## src/rtl/atomic_rmw_pkg.sv

```systemverilog
package atomic_rmw_pkg;

    typedef enum logic [1:0] {
        OP_XCHG = 2'd0,
        OP_TAS  = 2'd1,
        OP_FADD = 2'd2,
        OP_CAS  = 2'd3
    } rmw_op_e;

    typedef enum logic [1:0] {
        ST_IDLE  = 2'd0,
        ST_ACQ   = 2'd1,
        ST_READ  = 2'd2,
        ST_WRITE = 2'd3
    } rmw_st_e;

endpackage

```

## src/rtl/rmw_alu.sv

```systemverilog
module rmw_alu
    import atomic_rmw_pkg::*;
#(
    parameter int DW = 32
) (
    input  rmw_op_e         op,
    input  logic [DW-1:0]   old_val,
    input  logic [DW-1:0]   operand,
    input  logic [DW-1:0]   expect_val,
    output logic [DW-1:0]   new_val,
    output logic            do_write,
    output logic            flag
);

    localparam logic [DW-1:0] ONE = {{(DW-1){1'b0}}, 1'b1};

    logic old_zero;
    logic match;

    always_comb begin
        old_zero = (old_val == '0);
        match    = (old_val == expect_val);
        new_val  = old_val;
        do_write = 1'b1;
        flag     = old_zero;
        case (op)
            OP_XCHG: new_val = operand;
            OP_TAS:  new_val = ONE;
            OP_FADD: new_val = old_val + operand;
            OP_CAS: begin
                new_val  = operand;
                do_write = match;
                flag     = match;
            end
            default: new_val = old_val;
        endcase
    end

endmodule

```

## src/rtl/rmw_line_guard.sv

```systemverilog
module rmw_line_guard #(
    parameter int AW  = 16,
    parameter int OFF = 6
) (
    input  logic          busy,
    input  logic [AW-1:0] atom_addr,
    input  logic          plain_valid,
    input  logic [AW-1:0] plain_addr,
    output logic          plain_stall
);

    localparam int TAGW = AW - OFF;

    logic [TAGW-1:0] atom_line;
    logic [TAGW-1:0] plain_line;

    always_comb begin
        atom_line   = atom_addr[AW-1:OFF];
        plain_line  = plain_addr[AW-1:OFF];
        plain_stall = busy && plain_valid && (atom_line == plain_line);
    end

endmodule

```

## src/rtl/rmw_ctrl.sv

```systemverilog
module rmw_ctrl
    import atomic_rmw_pkg::*;
#(
    parameter int DW = 32,
    parameter int AW = 16
) (
    input  logic            clk,
    input  logic            rst_n,
    input  logic            req_valid,
    input  logic [1:0]      req_op,
    input  logic [AW-1:0]   req_addr,
    input  logic [DW-1:0]   req_operand,
    input  logic [DW-1:0]   req_expect,
    output logic            req_ready,
    output logic            own_req,
    input  logic            own_grant,
    input  logic            own_lost,
    output logic            mem_rd_en,
    output logic            mem_wr_en,
    output logic [AW-1:0]   cur_addr,
    output logic [DW-1:0]   mem_wdata,
    input  logic [DW-1:0]   mem_rdata,
    input  logic [DW-1:0]   alu_new,
    input  logic            alu_wr,
    input  logic            alu_flag,
    output rmw_op_e         cur_op,
    output logic [DW-1:0]   cur_operand,
    output logic [DW-1:0]   cur_expect,
    output logic            busy,
    output logic            rsp_done,
    output logic [DW-1:0]   rsp_old,
    output logic            rsp_zf
);

    typedef struct packed {
        rmw_st_e       st;
        rmw_op_e       op;
        logic [AW-1:0] addr;
        logic [DW-1:0] operand;
        logic [DW-1:0] expv;
        logic [DW-1:0] wdata;
        logic          wr;
        logic [DW-1:0] old_pend;
        logic          flag_pend;
        logic [DW-1:0] rsp_old;
        logic          rsp_zf;
        logic          done;
    } ctrl_t;

    ctrl_t s_d, s_q;

    always_comb begin
        s_d      = s_q;
        s_d.done = 1'b0;
        case (s_q.st)
            ST_IDLE: begin
                if (req_valid) begin
                    s_d.op      = rmw_op_e'(req_op);
                    s_d.addr    = req_addr;
                    s_d.operand = req_operand;
                    s_d.expv    = req_expect;
                    s_d.st      = ST_ACQ;
                end
            end
            ST_ACQ: begin
                if (own_grant) begin
                    s_d.st = ST_READ;
                end
            end
            ST_READ: begin
                if (own_lost) begin
                    s_d.st = ST_ACQ;
                end else begin
                    s_d.old_pend  = mem_rdata;
                    s_d.wdata     = alu_new;
                    s_d.wr        = alu_wr;
                    s_d.flag_pend = alu_flag;
                    s_d.st        = ST_WRITE;
                end
            end
            ST_WRITE: begin
                if (own_lost) begin
                    s_d.st = ST_ACQ;
                end else begin
                    s_d.rsp_old = s_q.old_pend;
                    s_d.rsp_zf  = s_q.flag_pend;
                    s_d.done    = 1'b1;
                    s_d.st      = ST_IDLE;
                end
            end
            default: s_d.st = ST_IDLE;
        endcase
    end

    always_ff @(posedge clk) begin
        if (!rst_n) begin
            s_q <= '0;
        end else begin
            s_q <= s_d;
        end
    end

    always_comb begin
        req_ready   = (s_q.st == ST_IDLE);
        own_req     = (s_q.st == ST_ACQ);
        mem_rd_en   = (s_q.st == ST_READ);
        mem_wr_en   = (s_q.st == ST_WRITE) && s_q.wr && !own_lost;
        mem_wdata   = s_q.wdata;
        cur_addr    = s_q.addr;
        cur_op      = s_q.op;
        cur_operand = s_q.operand;
        cur_expect  = s_q.expv;
        busy        = (s_q.st != ST_IDLE);
        rsp_done    = s_q.done;
        rsp_old     = s_q.rsp_old;
        rsp_zf      = s_q.rsp_zf;
    end

    AST_READ_NEEDS_GRANT: assert property (@(posedge clk) disable iff (!rst_n)
        $rose(mem_rd_en) |-> $past(own_grant));

    AST_WRITE_AFTER_READ: assert property (@(posedge clk) disable iff (!rst_n)
        mem_wr_en |-> $past(mem_rd_en));

    AST_LOST_RESTARTS: assert property (@(posedge clk) disable iff (!rst_n)
        (own_lost && (mem_rd_en || busy && !own_req && !mem_rd_en)) |=> own_req);

    AST_DONE_PULSE: assert property (@(posedge clk) disable iff (!rst_n)
        rsp_done |=> !rsp_done);

    AST_RSP_HELD: assert property (@(posedge clk) disable iff (!rst_n)
        !rsp_done |-> ($stable(rsp_old) && $stable(rsp_zf)));

endmodule

```

## src/rtl/atomic_rmw_unit.sv

```systemverilog
module atomic_rmw_unit
    import atomic_rmw_pkg::*;
#(
    parameter int DW         = 32,
    parameter int AW         = 16,
    parameter int LINE_BYTES = 64
) (
    input  logic          clk,
    input  logic          rst_n,
    input  logic          req_valid,
    input  logic [1:0]    req_op,
    input  logic [AW-1:0] req_addr,
    input  logic [DW-1:0] req_operand,
    input  logic [DW-1:0] req_expect,
    output logic          req_ready,
    output logic          own_req,
    output logic [AW-1:0] own_addr,
    input  logic          own_grant,
    input  logic          own_lost,
    output logic          mem_rd_en,
    output logic          mem_wr_en,
    output logic [AW-1:0] mem_addr,
    output logic [DW-1:0] mem_wdata,
    input  logic [DW-1:0] mem_rdata,
    input  logic          plain_valid,
    input  logic [AW-1:0] plain_addr,
    output logic          plain_stall,
    output logic          rsp_done,
    output logic [DW-1:0] rsp_old,
    output logic          rsp_zf
);

    localparam int OFF = $clog2(LINE_BYTES);

    rmw_op_e       cur_op;
    logic [DW-1:0] cur_operand;
    logic [DW-1:0] cur_expect;
    logic [AW-1:0] cur_addr;
    logic [DW-1:0] alu_new;
    logic          alu_wr;
    logic          alu_flag;
    logic          busy;

    rmw_ctrl #(.DW(DW), .AW(AW)) u_ctrl (
        .clk         (clk),
        .rst_n       (rst_n),
        .req_valid   (req_valid),
        .req_op      (req_op),
        .req_addr    (req_addr),
        .req_operand (req_operand),
        .req_expect  (req_expect),
        .req_ready   (req_ready),
        .own_req     (own_req),
        .own_grant   (own_grant),
        .own_lost    (own_lost),
        .mem_rd_en   (mem_rd_en),
        .mem_wr_en   (mem_wr_en),
        .cur_addr    (cur_addr),
        .mem_wdata   (mem_wdata),
        .mem_rdata   (mem_rdata),
        .alu_new     (alu_new),
        .alu_wr      (alu_wr),
        .alu_flag    (alu_flag),
        .cur_op      (cur_op),
        .cur_operand (cur_operand),
        .cur_expect  (cur_expect),
        .busy        (busy),
        .rsp_done    (rsp_done),
        .rsp_old     (rsp_old),
        .rsp_zf      (rsp_zf)
    );

    rmw_alu #(.DW(DW)) u_alu (
        .op         (cur_op),
        .old_val    (mem_rdata),
        .operand    (cur_operand),
        .expect_val (cur_expect),
        .new_val    (alu_new),
        .do_write   (alu_wr),
        .flag       (alu_flag)
    );

    rmw_line_guard #(.AW(AW), .OFF(OFF)) u_guard (
        .busy        (busy),
        .atom_addr   (cur_addr),
        .plain_valid (plain_valid),
        .plain_addr  (plain_addr),
        .plain_stall (plain_stall)
    );

    assign own_addr = cur_addr;
    assign mem_addr = cur_addr;

    AST_STALL_ONLY_BUSY: assert property (@(posedge clk) disable iff (!rst_n)
        plain_stall |-> !req_ready);

endmodule

```

## config.mk

```make
export PLATFORM = sky130hd
export DESIGN_NAME = atomic_rmw_unit
export DESIGN_NICKNAME = d
export VERILOG_FILES = /design/src/rtl/atomic_rmw_pkg.sv /design/src/rtl/rmw_alu.sv /design/src/rtl/rmw_line_guard.sv /design/src/rtl/rmw_ctrl.sv /design/src/rtl/atomic_rmw_unit.sv
export SDC_FILE = /design/constraint.sdc
export NUM_CORES = 1
export LEC_CHECK = 0
export ABC_CLOCK_PERIOD_IN_PS = 6400
export BUFFER_PORTS_ARGS = -buffer_cell sky130_fd_sc_hd__buf_2
export CAP_MARGIN = 20
export CORE_MARGIN = 8
export CORE_UTILIZATION = 50
export DETAILED_ROUTE_END_ITERATION = 10
export GPL_ROUTABILITY_DRIVEN = 1
export PLACE_DENSITY = 0.76
export SKIP_CTS_REPAIR_TIMING = 1
export SYNTH_ARGS = -nofsm -noshare
export SYNTH_HDL_FRONTEND = slang
export SYNTH_SLANG_ARGS = --single-unit
```

## constraint.sdc

```tcl
create_clock -name clk -period 6.4 [get_ports clk]
set_clock_uncertainty 0.1 [all_clocks]
set_input_delay 0.32 -clock clk [delete_from_list [all_inputs] [get_ports clk]]
set_output_delay 0.32 -clock clk [all_outputs]
set_load 0.05 [all_outputs]
```

==> impl_metrics.tcl <==
set metrics [dict create \
    synth_area_um2 9950 \
    rows 51 \
    cp-start-kind "register" \
    syn_nets 1380 \
    fin_ws_ns 3.443 \
    core_um2 19530 \
    finalCriticalPeriod_ns 2.957 \
    clock_path_buffers 2 \
    clk_pin_slew_ns 0.08 \
    fillers 1865 \
    yosys_most_used_dff "dfxtp_1" \
    end_kind "register" \
    grt_use_met1 0.2964 \
    grt_antenna_before_repair 0 \
    ys_seq_area_frac 0.3702 \
    async_reset_ff_frac 0 \
    htree_levels 4 \
    grt_pass1_vias 8031 \
    synthTopCellsByArea "dfxtp_1, nand2_1, a21boi_0" \
    io_pins 239 \
    final_core_util 0.5677 \
    yosys_warnings 0 \
    cts_buffers 17 \
    critPathKind "register to register" \
    finalSetupViolations 0 \
    r2r_slack_ns 3.44 \
    grt_pass1_wl_mm 43.68 \
    route.detailed.drc 0 \
    die_w_um 157.1 \
    fmax_ghz 0.3382 \
    busiest_layer "met2" \
    max-slew-margin-rel 0.3286 \
    vias 8465 \
    critPathArrivalTime_ns 3.18 \
    grtUsageMet2 0.3582 \
    worstPathMaxFanout 7 \
    syn_to_final_growth_pct 11.41 \
    dp_hpwl_mm 20.73 \
    worstPathRequired_ns 6.63 \
    ant_nets 0 \
    cellPowerDensity_nw_per_um2 247.8 \
    synth_commonest_cells "nand2_1, dfxtp_1, a21boi_0" \
    initial_core_util 0.5095 \
    gp_congestion 0.8568 \
    synth.avg_cell_area_um2 8.230 \
    placed_cells 1548 \
    synth_most_common_cell "nand2_1" \
    portBuffers 232 \
    detail_route.wl_per_cell_um 17.77 \
    hp-class "primary input to register" \
    grt-ovfl-total 0 \
    grt_util_met3 0.04963 \
    pre_cts_ws_ns 3.347 \
    yosysTopAreaCell "dfxtp_1" \
    fin_nets 1473 \
    antenna_cells 0 \
    leakage_nw 4.840 \
    die-area_um2 24670 \
    outcome "complete, no violations" \
    hold_viol 0 \
    ys_types 69 \
    clock_latency_ns 0.44 \
    routed_wirelength_mm 28.08 \
    grt_usage 0.2260 \
    dieHeight_um 157.1 \
    synth_top_area_frac 0.3702 \
    peakVddDrop_v 0.0001972 \
    finalCritPeriodShare 0.4620 \
    cts_tree "built" \
    clock-sinks 184 \
    fin_tns_setup_ns 0 \
    drtIter0Drc 729 \
    ctsRootBufferMaster "clkbuf_16" \
    worst-slew-pin-transition_ns 1.006 \
    syn_inst 1209 \
    synth_edf_count 0 \
    rsz0062_at_grt "false" \
    viasPerCell 5.358 \
    maxCapViolations 0 \
    ys_seq_elements 184 \
    stdcell_count 1580 \
    maxSlewViolCount 0 \
    drive_above_1_share 0.2297 \
    firstDrtPassIters 5 \
    grt_max_degree 110 \
]
==> metrics by stage <==
stage               hold WS (ns)  area [um2]  total power [mW]
global placement          0.3493       10510             1.726
floorplan                 0.3411        9950             1.598
CTS                     0.006395       11080             2.758
finish                   0.01791       11080             2.746
detailed placement        0.3553       10510             1.732
global route             0.01998       11080             2.862
==> where the power goes <==
part / switching, mW / internal, mW
Combinational: 0.314 / 0.175
Clock: 0.514 / 0.522
Sequential: 0.0344 / 1.19
==> final timing paths <==
path / startpoint / to / cells after the start
setup / recovery: u_ctrl.cur_operand[4] / u_ctrl.mem_wdata[29] / 10
hold / removal: req_operand[9] / u_ctrl.cur_operand[9] / 3
setup reg to reg: u_ctrl.cur_operand[4] / u_ctrl.mem_wdata[29] / 10
hold reg to reg: u_ctrl.rsp_old[28] / u_ctrl.rsp_old[28] / 2
==> critical path, stage by stage, from the launching register on <==
cell and delay (ns):
dfxtp_1 0.33, ha_1 0.37, a21oi_2 0.24, o22ai_1 0.13, nor3b_2 0.32, o21bai_2 0.12
a41o_1 0.29, a221oi_2 0.37, a21o_1 0.22, nor4b_2 0.06, a211o_1 0.28
==> per-layer routing <==
layer,routed length [um],vias up
met3,1942,44
met2,12600,297
li1,-,4199
met4,782,0
met5,0,-
met1,12750,3925
==> cell families after synthesis <==
logic type,Yosys count,synth area share
xor gates and xnor gates,71,0.06250
adders and majority gates,35,0.04477
muxes,1,0.001006
and+or+nand+nor,440,0.1905
DFF,184,0.3702
AOI/OAI and AO/OA,302,0.2249
buffers and inverters,176,0.1061
==> flip-flops by register name, indices dropped and copies added, names as in the netlist <==
signal and cells:
u_ctrl.rsp_old 32, u_ctrl.rsp_done 1, u_ctrl.mem_wdata 32, u_ctrl.rsp_zf 1, u_ctrl.cur_addr 16, u_ctrl.cur_op 2
u_ctrl.cur_operand 32, u_ctrl.cur_expect 32, u_ctrl.s_q 36
==> placed cells by master (no fill, tap or decap), types with 6 or more instances in the layout <==
cell / n
nand2_1: 333
buf_2: 231
dfxtp_1: 184
a21boi_0: 147
xor2_1: 53
ha_1: 34
o21ai_0: 29
a21oi_1: 26
a21o_1: 20
nor4_1: 19
xnor2_1: 18
a22o_1: 18
nor2b_1: 17
clkbuf_16: 17
nor2_1: 15
nand3_1: 13
inv_1: 11
nand4_1: 10
a22oi_1: 8
buf_4: 8
a222oi_1: 6
inv_8: 6
==> layout make-up <==
| type | instances | area, um2 | share of cell area |
|---|---|---|---|
| Tap cell | 265 | 331.6 | 0.02991 |
| Multi-Input combinational cell | 849 | 5235 | 0.4723 |
| Clock inverter | 15 | 151.4 | 0.01366 |
| Sequential cell | 184 | 3684 | 0.3323 |
| Inverter | 11 | 41.29 | 0.003725 |
| Timing Repair Buffer | 239 | 1216 | 0.1097 |
| Clock buffer | 17 | 425.4 | 0.03838 |
No activity file was read; power rests on OpenSTA's default activity.
